**src/rtl/pwk_pkg.sv**
```systemverilog
package pwk_pkg;
   typedef enum logic {
      CFG_ENABLE = 1'b0,
      CFG_EDGE   = 1'b1
   } cfg_reg_e;

   localparam int unsigned PWK_MAX_PINS = 32;
endpackage

```
**src/rtl/pwk_sync.sv**
```systemverilog
module pwk_sync #(
   parameter int unsigned WIDTH  = 8,
   parameter int unsigned STAGES = 2
) (
   input  logic             clk,
   input  logic             rst_n,
   input  logic [WIDTH-1:0] d,
   output logic [WIDTH-1:0] q
);
   logic [STAGES-1:0][WIDTH-1:0] stage_q;

   for (genvar s = 0; s < STAGES; s++) begin : g_stage
      if (s == 0) begin : g_first
         always_ff @(posedge clk or negedge rst_n) begin
            if (!rst_n) stage_q[s] <= '0;
            else        stage_q[s] <= d;
         end
      end else begin : g_next
         always_ff @(posedge clk or negedge rst_n) begin
            if (!rst_n) stage_q[s] <= '0;
            else        stage_q[s] <= stage_q[s-1];
         end
      end
   end

   assign q = stage_q[STAGES-1];
endmodule

```
**src/rtl/pwk_edge.sv**
```systemverilog
module pwk_edge #(
   parameter int unsigned WIDTH = 8
) (
   input  logic             clk,
   input  logic             rst_n,
   input  logic [WIDTH-1:0] smp,
   input  logic [WIDTH-1:0] pol,
   input  logic             pol_wr,
   input  logic [WIDTH-1:0] pol_nxt,
   output logic [WIDTH-1:0] hit
);
   // Polarity-normalised sample: the wanted edge is always 0 -> 1.
   logic [WIDTH-1:0] norm;
   logic [WIDTH-1:0] hist_q;

   for (genvar i = 0; i < WIDTH; i++) begin : g_pin
      assign norm[i] = smp[i] ^ pol[i];
      assign hit[i]  = norm[i] & ~hist_q[i];

      always_ff @(posedge clk or negedge rst_n) begin
         if (!rst_n)      hist_q[i] <= 1'b0;
         else if (pol_wr) hist_q[i] <= smp[i] ^ pol_nxt[i];
         else             hist_q[i] <= norm[i];
      end
   end
endmodule

```
**src/rtl/pwk_pend.sv**
```systemverilog
module pwk_pend #(
   parameter int unsigned WIDTH = 8
) (
   input  logic             clk,
   input  logic             rst_n,
   input  logic [WIDTH-1:0] set_vec,
   input  logic             swap_en,
   input  logic [WIDTH-1:0] swap_wdata,
   output logic [WIDTH-1:0] pend_q
);
   logic [WIDTH-1:0] pend_d;

   always_comb begin
      if (swap_en) pend_d = swap_wdata | set_vec;
      else         pend_d = pend_q | set_vec;
   end

   always_ff @(posedge clk or negedge rst_n) begin
      if (!rst_n) pend_q <= '0;
      else        pend_q <= pend_d;
   end
endmodule

```
**src/rtl/pin_wake_ctrl.sv**
```systemverilog
module pin_wake_ctrl
   import pwk_pkg::*;
#(
   parameter int unsigned N_PINS      = 8,
   parameter int unsigned SYNC_STAGES = 2
) (
   input  logic              clk,
   input  logic              rst_n,
   input  logic [N_PINS-1:0] pin_in,
   input  logic              sleep,
   input  logic              cfg_we,
   input  logic              cfg_sel,
   input  logic [N_PINS-1:0] cfg_wdata,
   input  logic              swap_en,
   input  logic [N_PINS-1:0] swap_wdata,
   output logic [N_PINS-1:0] swap_rdata,
   output logic              irq,
   output logic              wake
);
   if (N_PINS < 1 || N_PINS > PWK_MAX_PINS) begin : g_bad_width
      $error("pin_wake_ctrl: N_PINS out of range");
   end
   if (SYNC_STAGES < 2) begin : g_bad_sync
      $error("pin_wake_ctrl: SYNC_STAGES must be at least 2");
   end

   logic [N_PINS-1:0] en_q;
   logic [N_PINS-1:0] sel_q;
   logic [N_PINS-1:0] smp;
   logic [N_PINS-1:0] hit;
   logic [N_PINS-1:0] set_vec;
   logic [N_PINS-1:0] pend_q;
   logic              en_wr;
   logic              sel_wr;
   logic              req;

   assign en_wr  = cfg_we & (cfg_reg_e'(cfg_sel) == CFG_ENABLE);
   assign sel_wr = cfg_we & (cfg_reg_e'(cfg_sel) == CFG_EDGE);

   always_ff @(posedge clk or negedge rst_n) begin
      if (!rst_n) begin
         en_q  <= '0;
         sel_q <= '0;
      end else begin
         if (en_wr)  en_q  <= cfg_wdata;
         if (sel_wr) sel_q <= cfg_wdata;
      end
   end

   pwk_sync #(.WIDTH(N_PINS), .STAGES(SYNC_STAGES)) i_sync (
      .clk   (clk),
      .rst_n (rst_n),
      .d     (pin_in),
      .q     (smp)
   );

   pwk_edge #(.WIDTH(N_PINS)) i_edge (
      .clk     (clk),
      .rst_n   (rst_n),
      .smp     (smp),
      .pol     (sel_q),
      .pol_wr  (sel_wr),
      .pol_nxt (cfg_wdata),
      .hit     (hit)
   );

   assign set_vec = hit & en_q;

   pwk_pend #(.WIDTH(N_PINS)) i_pend (
      .clk        (clk),
      .rst_n      (rst_n),
      .set_vec    (set_vec),
      .swap_en    (swap_en),
      .swap_wdata (swap_wdata),
      .pend_q     (pend_q)
   );

   assign swap_rdata = pend_q;
   assign req        = |(pend_q & en_q);
   assign irq        = req & ~sleep;
   assign wake       = req & sleep;
endmodule

```
**config.mk**
```make
export PLATFORM = sky130hd
export DESIGN_NAME = pin_wake_ctrl
export DESIGN_NICKNAME = d
export VERILOG_FILES = /design/src/rtl/pwk_pkg.sv /design/src/rtl/pwk_sync.sv /design/src/rtl/pwk_edge.sv /design/src/rtl/pwk_pend.sv /design/src/rtl/pin_wake_ctrl.sv
export SDC_FILE = /design/constraint.sdc
export NUM_CORES = 1
export LEC_CHECK = 0
export ABC_AREA = 1
export BUFFER_PORTS_ARGS = -buffer_cell sky130_fd_sc_hd__buf_2
export CAP_MARGIN = 15
export CORE_ASPECT_RATIO = 1.1
export CORE_MARGIN = 2
export CORE_UTILIZATION = 35
export CTS_BUF_LIST = sky130_fd_sc_hd__clkbuf_4
export DETAILED_ROUTE_END_ITERATION = 7
export GPL_ROUTABILITY_DRIVEN = 0
export PLACE_DENSITY = 0.59
export SLEW_MARGIN = 25
export SYNTH_ARGS = -nofsm -noshare
export SYNTH_HDL_FRONTEND = slang
export SYNTH_HIERARCHICAL = 1
export SYNTH_SLANG_ARGS = --single-unit
```
**constraint.sdc**
```tcl
create_clock -name clk -period 3 [get_ports clk]
set_input_delay 0 -clock clk [delete_from_list [all_inputs] [get_ports clk]]
set_output_delay 0 -clock clk [all_outputs]
set_load 0.05 [all_outputs]
```
======== Yosys cells after proc, flatten, opt, wreduce, memory -nomap -nowiden ========
Index checks and enable logic that the tools add are counted.
storage, ports and cells
  register bits after elaboration ......... 48
  bits in latches ......................... 0
  RAM bits ................................ 0
  bits in read-only memories .............. 0
  input port bits ......................... 30
  output and inout bits ................... 10
  word-level logic and storage cells ...... 65
  memories kept ........................... 0
operators by class
  add/subtract/negate cells ............... 0
  multipliers ............................. 0
  div/mod/pow operators ................... 0
  order comparisons ....................... 0
  equality and inequality tests ........... 0
  shift-type cells ........................ 0
  mux-type cells .......................... 9
  bitwise operators ....................... 42
  reductions and logical operators ........ 1
operator list
  operator          count
  $and A8 B8 Y8     2
  $or A8 B8 Y8      2
  $xor A1 B1 Y1     16
  $and A1 B1 Y1     12
  $not A1 Y1        10
  $mux W1           8
  $mux W8           1
  $reduce_or A8 Y1  1

======== Longest topological paths before layout ========
Gate-level depths: netlist of run 1.
  depth after elaboration ................. 5
  depth in mapped cells ................... 9

======== Modules after synthesis ========
The synthesis of run 1 kept the hierarchy.
modules (own cells, without submodules)
  module         times used  cells each  area each (um^2)
  pin_wake_ctrl  1           95          814.5
  pwk_edge       1           114         643.1
  pwk_sync       1           24          460.4
  pwk_pend       1           42          412.9

======== Worst setup path after synthesis of run 1 ========
OpenSTA, ideal clock, no wires.
  path kind ............................... register to output
  start point ............................. register i_pend.pend_q[1]
  end point ............................... output irq
  arrival time ............................ 1.637 ns
  required time ........................... 3.000 ns
  slack ................................... 1.363 ns
  stages on the path, launching flop included .. 5
  buffers on the path ..................... 0
  path through ............................ dfrtp_1 -> nand2_1 -> nand2_1 -> nor2_1 -> a21oi_1
between the ends
  word-level cells in the longest chain between the ends .. 3
ends and longest elaborated chain
  item                    line                 RTL
  from (decl)             pwk_pend.sv:9        output logic [WIDTH-1:0] pend_q
  from (signal assigned)  pwk_pend.sv:20       else pend_q <= pend_d;
  $and A8 B8 Y8           pin_wake_ctrl.sv:79  assign req = |(pend_q & en_q);
  $reduce_or A8 Y1        pin_wake_ctrl.sv:79
  $and A1 B1 Y1           pin_wake_ctrl.sv:80  assign irq = req & ~sleep;
  to (decl)               pin_wake_ctrl.sv:17  output logic irq,
No other way between the ends.

======== Worst setup path in the final report of run 1 ========
Same ends and word-level chain as after synthesis.

==> results of run 1 <==
-- worst min path at each step --
| stage | from | endpoint |
|---|---|---|
| final | swap_en | i_pend/pend_q[2]$_DFF_PN0_ |
| after CTS | swap_en | i_pend/pend_q[1]$_DFF_PN0_ |
| after detailed placement | rst_n | i_sync/q[4]$_DFF_PN0_ |
| after global routing | swap_en | i_pend/pend_q[4]$_DFF_PN0_ |
| after floorplan | rst_n | en_q[0]$_DFFE_PN0P_ |
| after global placement | rst_n | i_sync/q[4]$_DFF_PN0_ |
-- tightest hold or removal path: cells and delay by family --
family,cells,cell delay (ns)
buffers and inverters,1,0.19
AND/OR/NAND/NOR,2,0.17
-- through the flow --
| stage | total power [mW] | utilization, % | setup slack (ns) |
|---|---|---|---|
| 2_1_floorplan | 1.01 | - | 1.36 |
| 3_3_place_gp | 1.09 | 38.8 | 1.99 |
| 3_5_place_dp | 1.10 | 38.8 | 1.96 |
| 4_1_cts | 1.43 | 43.5 | 1.54 |
| 5_1_grt | 1.51 | 43.5 | 1.46 |
| 6_report | 1.41 | 43.5 | 1.57 |
-- routing by layer --
metal | track usage, % | up-vias | wire length (um)
met1 | 16.8 | 824 | 1910
met2 | 24.9 | 35 | 2310
li1 | - | 929 | -
met4 | 4.09 | 0 | 44
met3 | 3.40 | 4 | 217
met5 | 0 | - | 0
-- kinds of logic (layout without fill, tap and decap cells) --
family	count (synthesis)	in the layout	share of synthesized area, %
buf+inv	65	126	13.7
flops	48	48	51.5
simple gates	144	144	28.3
compound gates	18	18	6.44
-- power breakdown --
part	internal, mW	switching [mW]
registers	0.715	0.0472
clock network	0.109	0.196
logic	0.123	0.220
-- registers in the layout (all words and copies together), names as in the netlist --
register        flops
sel_q               8
i_pend/pend_q       8
en_q                8
i_sync/q            8
i_edge/hist_q       8
i_sync/stage_q      8
-- final cells by class --
type                            instances  area [um^2]  area share, %
Sequential cell                        48         1200           42.3
Multi-Input combinational cell        162          811           28.6
Timing Repair Buffer                   65          453           16.0
Inverter                               53          214           7.54
Tap cell                               82          103           3.62
Clock buffer                            7         52.6           1.85
Clock inverter                          1         3.75          0.132
-- placed cells by master, fill, tap and decap left out --
cell type / Yosys / layout
sky130_fd_sc_hd__o21ai_2: 16 / 16
sky130_fd_sc_hd__nand3_2: 8 / 8
sky130_fd_sc_hd__buf_2: 0 / 39
sky130_fd_sc_hd__inv_2: 9 / 9
sky130_fd_sc_hd__nor2_1: 10 / 10
sky130_fd_sc_hd__nand2_1: 98 / 98
sky130_fd_sc_hd__dlygate4sd3_1: 0 / 25
sky130_fd_sc_hd__clkinv_1: 0 / 1
sky130_fd_sc_hd__nand3_1: 8 / 8
sky130_fd_sc_hd__dfrtp_1: 48 / 48
sky130_fd_sc_hd__nand2_4: 2 / 2
sky130_fd_sc_hd__inv_8: 2 / 2
sky130_fd_sc_hd__a21oi_1: 2 / 2
sky130_fd_sc_hd__clkbuf_4: 0 / 7
sky130_fd_sc_hd__buf_4: 8 / 1
sky130_fd_sc_hd__inv_1: 42 / 42
sky130_fd_sc_hd__nand2_2: 18 / 18
==> results.txt, run 1 <==
The flow ran to the end, and the final reports show no timing, DRC or antenna violations. The count of fill cells added during filler insertion came out at approximately 690. In this run, post-CTS hold repair placed 25 buffers. The number of antenna diodes came out at 0.

The endpoint arrival time on the critical path is roughly 1.4 ns. The I/O pin count is 40. The startpoint of the worst-slack reg-to-reg timing path is i_sync/q[5]$_DFF_PN0_. The transition at the pin with the smallest max-transition slack is about 0.60 ns. The count of state elements after synthesis is 48. The row count came out at 31. The overall via count from detail_route is between 1.5k and 2k. The global-route wire length before repair came out at about 7600 um. Broken down by cell family, the worst path's largest delay share belongs to flip-flops. The post-CTS setup repair buffer count came out at 0.

The number of antenna violations at the first check in global routing is 0. STA classifies the critical path endpoint as an output pin. The number of antenna-violating nets in the routed design is 0. Counting along the longest clock path gives a buffer depth of 2.

The via density per instance is 4.29. The count of unresolved DRC violations after routing is 0. The top achievable clock speed came out at roughly 0.7 GHz. For this configuration, the core starts out at a cell density of between 30% and 40%. In the final routed layout, each cell accounts on average for roughly 11 um. The critical path required time is around 3.0 ns. The library cell used as clock root buffer is sky130_fd_sc_hd__clkbuf_4. By instance count, the leading cell after synthesis is sky130_fd_sc_hd__nand2_1.

The slowest cell on the critical path is sky130_fd_sc_hd__dfrtp_1. The non-filler instance count after layout is around 420. In the synthesized netlist the async set-or-reset flop fraction comes to 100%. The distinct cell type count after synthesis came out at 14.

The count of placed standard cells including taps is just under 400. The number of buffer and inverter instances along the worst setup path is 1. The number of enable-type register cells in the synthesized netlist came out at 0. The critical path starts at i_pend/pend_q[1]$_DFF_PN0_.

The analysis attributes to cell leakage a power of ~1.6 nW. The number of pins exceeding their max-slew limit in the final report is 0. The standard cell core area came out at approximately 0.0065 mm^2. Following the worst setup path forward leads to its endpoint at irq. In this run the tightest slew margin relative to its limit is about three fifths.

Detailed placement ended at an HPWL of 3200 um. The commonest cells after synthesis are sky130_fd_sc_hd__nand2_1, sky130_fd_sc_hd__dfrtp_1, sky130_fd_sc_hd__inv_1. The via count of the first global-routing pass came out at 1708.

The die boundary height came out at approximately 90 um. The number of clock sinks came out at 48. The most used flip-flop cell after synthesis is sky130_fd_sc_hd__dfrtp_1. The die covers about 0.0073 mm^2. The insertion delay of the later-clocked pin in the worst-skew pair came out at roughly 0.36 ns. The maximum fanout along the worst path is 3. The proportion of layout cells with a drive suffix above 1 came out at just over 30%.

After synthesis, the mean cell area works out to 8.48 um^2. The post-layout instance area came out at between 0.002 and 0.003 mm^2. Setup violations remaining at the end of the flow were counted as 0. The count of input and output buffers is 39. The final wirelength is roughly 4500 um. The worst-case clock skew is around 0.014 ns. The net count of the finished layout is ~370. The power density over cell area came out at ~500 mW/mm^2. The worst voltage drop across the vdd grid came out at around 0.00023 V. Setup repair after global routing left no endpoint under its margin.

The critical path class is flip-flop to output pin. The depth of the worst register-to-register path is 8. From synthesis to final layout, the design area changed by 21.7%. After layout, the worst path uses a little under half of the clock period. The count of final hold-check violations came out at 0.

The TritonCTS buffer count is 5. Summing every instance area after synthesis gives between 0.002 and 0.0025 mm^2. For this run, the number of Yosys warnings is 6. The peak per-stage delay on the critical path is around 0.42 ns.

The maximum number of pins on one net before global-route repair came out at 27. The clock-pin slew on the worst setup and hold paths came out at roughly 0.14 ns. The fraction of synthesized cell area taken by the top area cell type came out at slightly above 50%.

The die span in x came out at approximately 82 um. The iteration count of the initial detailed-routing pass came out at 4. The final sum of negative setup slack is 0 ns. The number of H-tree levels is 2. The remaining global-route overflow is 0. Across all register-to-register paths, the minimum setup slack is slightly above 2 ns. The cell that appears most often on the critical path is sky130_fd_sc_hd__nand2_1. The critical path goes through nand2_1, nand2_1, nor2_1, a21oi_1, buf_2. Synthesis produced 275 cells. For this run, the register share of the synthesized area comes to around half. The count of maximum capacitance violations came out at 0. Summing all placed instances gives a cell area of approximately 0.0025 mm^2. TritonCTS built the clock tree. After clock tree synthesis, the repair step resized 0 gates. In this run the critical register-to-register path is captured at i_pend/pend_q[5]$_DFF_PN0_. The worst hold path belongs to the class primary input to flip-flop. The total nets after synthesis came out at approximately 310. Counting buffers and inverters, the worst setup path is 5 cells deep. The top cell type by total area after synthesis is sky130_fd_sc_hd__dfrtp_1. Across all hold checks on the routed design, the worst slack comes to ~0.026 ns.

Sorting the synthesized cells by area gives the leading types as sky130_fd_sc_hd__dfrtp_1, sky130_fd_sc_hd__nand2_1, sky130_fd_sc_hd__inv_1, sky130_fd_sc_hd__o21ai_2, sky130_fd_sc_hd__nand2_2. The number of stages on the worst hold path came out at 3. The minimum clock period after layout is between 1 and 1.5 ns. The critical path launch point type is a flip-flop. Global routing used 14.0% of the available tracks across all layers. The violation count after the first detailed-route iteration came out at 88.
(Power assumes the default switching activity.)
==> run 2: changes to the inputs <==
PLACE_DENSITY = 0.61   (was 0.59)
clock period = 1.3 ns   (was 3 ns; I/O delays follow)
==> results.txt, run 2 (same netlist as run 1, synthesis figures left out) <==
The HPWL reported at the end of detailed placement came out at between 3000 and 4000 um. The area taken by flip-flops and latches is roughly 0.0012 mm^2. The cell leakage power is between 1.5 and 2 nW.

The maximum buffer depth of the clock tree is 2. 0 antenna diodes ended up in the layout. The setup-violating endpoint count in the final report came out at 1. The first global-routing pass estimated between 7000 and 8000 um of wire. The insertion delay of the later-clocked pin in the worst-skew pair is 0.37 ns.

The worst slew slack as a fraction of its limit is 75.2%. The relative area change from synthesis to final layout came out at 31.1%. The top achievable clock speed is ~0.77 GHz. The area of the multi-input gates came out at between 800 and 900 um^2. The number of nets in the finished design came out at 387. The final reports fail on setup timing. The peak per-stage delay on the critical path is 0.42 ns. After layout, the minimum clock period comes to approximately 1.3 ns. The relative contribution of combinational cells to total power is between 20 and 30%.

In this run the standard cell core region covers 0.00652 mm^2. The switching power share of the total is about a third. In this run the critical register-to-register path is launched from en_q[6]$_DFFE_PN0P_. The transition at the pin with the smallest max-transition slack is 0.371 ns. The minimum setup slack in the final design is -0.00242 ns. The clock power share came out at about a fifth. Buffers inserted during clock tree synthesis total 5. The remaining global-route overflow came out at 0. The number of antenna violations at the first check in global routing is 0. TritonCTS built the clock tree. The internal power came out at around 2.3 mW. Clock-pin slew was measured on the worst setup and hold paths at 0.15 ns. The count of unresolved DRC violations after routing is 0. Clock skew on the completed layout was measured at around 0.013 ns. Walking the worst path, the cells encountered are nand2_1, nand2_1, nor2_2, a21oi_2, buf_6. For the worst setup path, the data arrival time is 1.30 ns. In this run, placement finished with an instance count of slightly below 400. Leaving out fill and tap cells, the most frequent cell in the layout is sky130_fd_sc_hd__nand2_1. The first routing iteration left 88 violations. The area enclosed by the die boundary came out at around 0.0073 mm^2. The I/O pin count came out at 40. The die span in x is 81.8 um.

The register-to-register setup slack is between 0.3 and 0.4 ns. Of all nets on the critical path, the largest fanout is 3. The startpoint identified for the worst hold timing path is swap_en. The flow ran to the end, but the final reports show violations. The iteration count of the initial detailed-routing pass is 4. The tightest min-delay check is of the primary input to flip-flop type. STA classifies the critical path startpoint as a flip-flop. The number of antenna-violating nets in the routed design came out at 0. The count of fill cells added during filler insertion is 640. The sequential fraction of design power came out at 50.6%. Leaving out fill and tap cells, the most frequent cells in the layout are sky130_fd_sc_hd__nand2_1, sky130_fd_sc_hd__dfrtp_1, sky130_fd_sc_hd__inv_1. The post-detailed-route wirelength per cell came out at between 10 and 15 um. Hold timing on the final database bottoms out at a slack of about 0.0076 ns. The design draws approximately 3.4 mW. The initial core utilization is around 36%. At the placement stage, the worst setup path has a slack of ~0.27 ns. In the finished design, the share of the clock period the worst path needs comes to 100%. The slowest stage of the critical path is the sky130_fd_sc_hd__dfrtp_1 cell. The row count came out at 31. The count of maximum capacitance violations is 0. The fraction of the core area covered by cells at the end of the flow came out at 46.9%.

The number of H-tree levels came out at 2. Tracing the worst setup path back leads to its startpoint at en_q[7]$_DFFE_PN0P_. Entering global routing, the biggest net connects between 40 and 50 pins.

The number of pins exceeding their max-slew limit in the final report came out at 0. Setup repair after global routing could not meet its margin everywhere. The power density over cell area is ~1100 mW/mm^2. The via density per instance is roughly 4.2. The sort of element at the end of the critical path is an output pin.

Counting stages on the worst path, the most repeated cell is sky130_fd_sc_hd__nand2_1. The proportion of layout cells with a drive suffix above 1 came out at a little over a third. Clock tree synthesis selected as its root buffer the cell sky130_fd_sc_hd__clkbuf_4.

The critical path is of the flip-flop to output pin type. The power dissipated by switching net loads is 1.16 mW. The die boundary height came out at approximately 90 um.

The via count of the first global-routing pass came out at ~1.6k. The number of clock sinks came out at 48. The worst voltage drop across the vdd grid is between 0.0005 and 0.0006 V. The count of input and output buffers came out at 39. Excluding fillers, the count of instances in the completed layout stands at 440.

The count of final hold-check violations came out at 0. The final wirelength came out at between 4000 and 5000 um. The overall via count from detail_route came out at around 1.8k. STA puts the critical path data required time at 1.30 ns. In the global route stage, overall resource usage came out at approximately an eighth.
-- run 2: worst paths after layout --
kind	cells after the start	endpoint
min in group asynchronous	3	sel_q[5]$_DFFE_PN0P_
worst max register to register	6	i_pend/pend_q[6]$_DFF_PN0_
worst max-delay path	5	irq
worst min register to register	0	i_sync/q[5]$_DFF_PN0_
worst min-delay path	3	i_pend/pend_q[3]$_DFF_PN0_
max in group asynchronous	3	en_q[7]$_DFFE_PN0P_
-- run 2: layout make-up --
cell class	count	share of cell area, %
Sequential cell	48	39.3
Multi-Input combinational cell	162	27.3
Timing Repair Buffer	87	21.2
Inverter	53	7.00
Tap cell	82	3.36
Clock buffer	5	1.23
Clock inverter	3	0.614
-- run 2: critical path: cells and delay by family (launching register included) --
kind / cells / cell delay, ns
and+or+nand+nor: 3 / 0.29
AOI/OAI and AO/OA: 1 / 0.08
buffers and inverters: 1 / 0.15
DFF: 1 / 0.42
-- run 2: timing repair --
item	in CTS	in global routing
setup buffers	10	8
endpoints found under the setup margin	2	2
pin swaps	5	6
resized for setup	6	3
endpoints found under the hold margin	88	0
hold buffers	27	0
-- run 2: power by group through the flow --
stage | combinational, mW | sequential [mW] | clock (mW)
after floorplan | 0.455 | 1.89 | 0
after global placement | 0.757 | 1.77 | 0
after detailed placement | 0.765 | 1.78 | 0
after CTS | 0.931 | 1.74 | 0.737
after global routing | 1.09 | 1.75 | 0.809
final | 0.981 | 1.73 | 0.709
-- run 2: per-layer routing --
metal	wire length [um]	up-vias	track usage, %
met2	2140	34	22.0
met3	176	6	3.10
met1	2050	834	16.8
met5	0	-	0
met4	80	0	5.91
li1	-	968	-
-- run 2: per-stage QoR --
step                 TNS, ns  instance area (um^2)
detailed placement         0                  2570
global route          -0.184                  3060
finish              -0.00242                  3060
global placement           0                  2570
CTS                  -0.0562                  2990
floorplan             -0.118                  2340
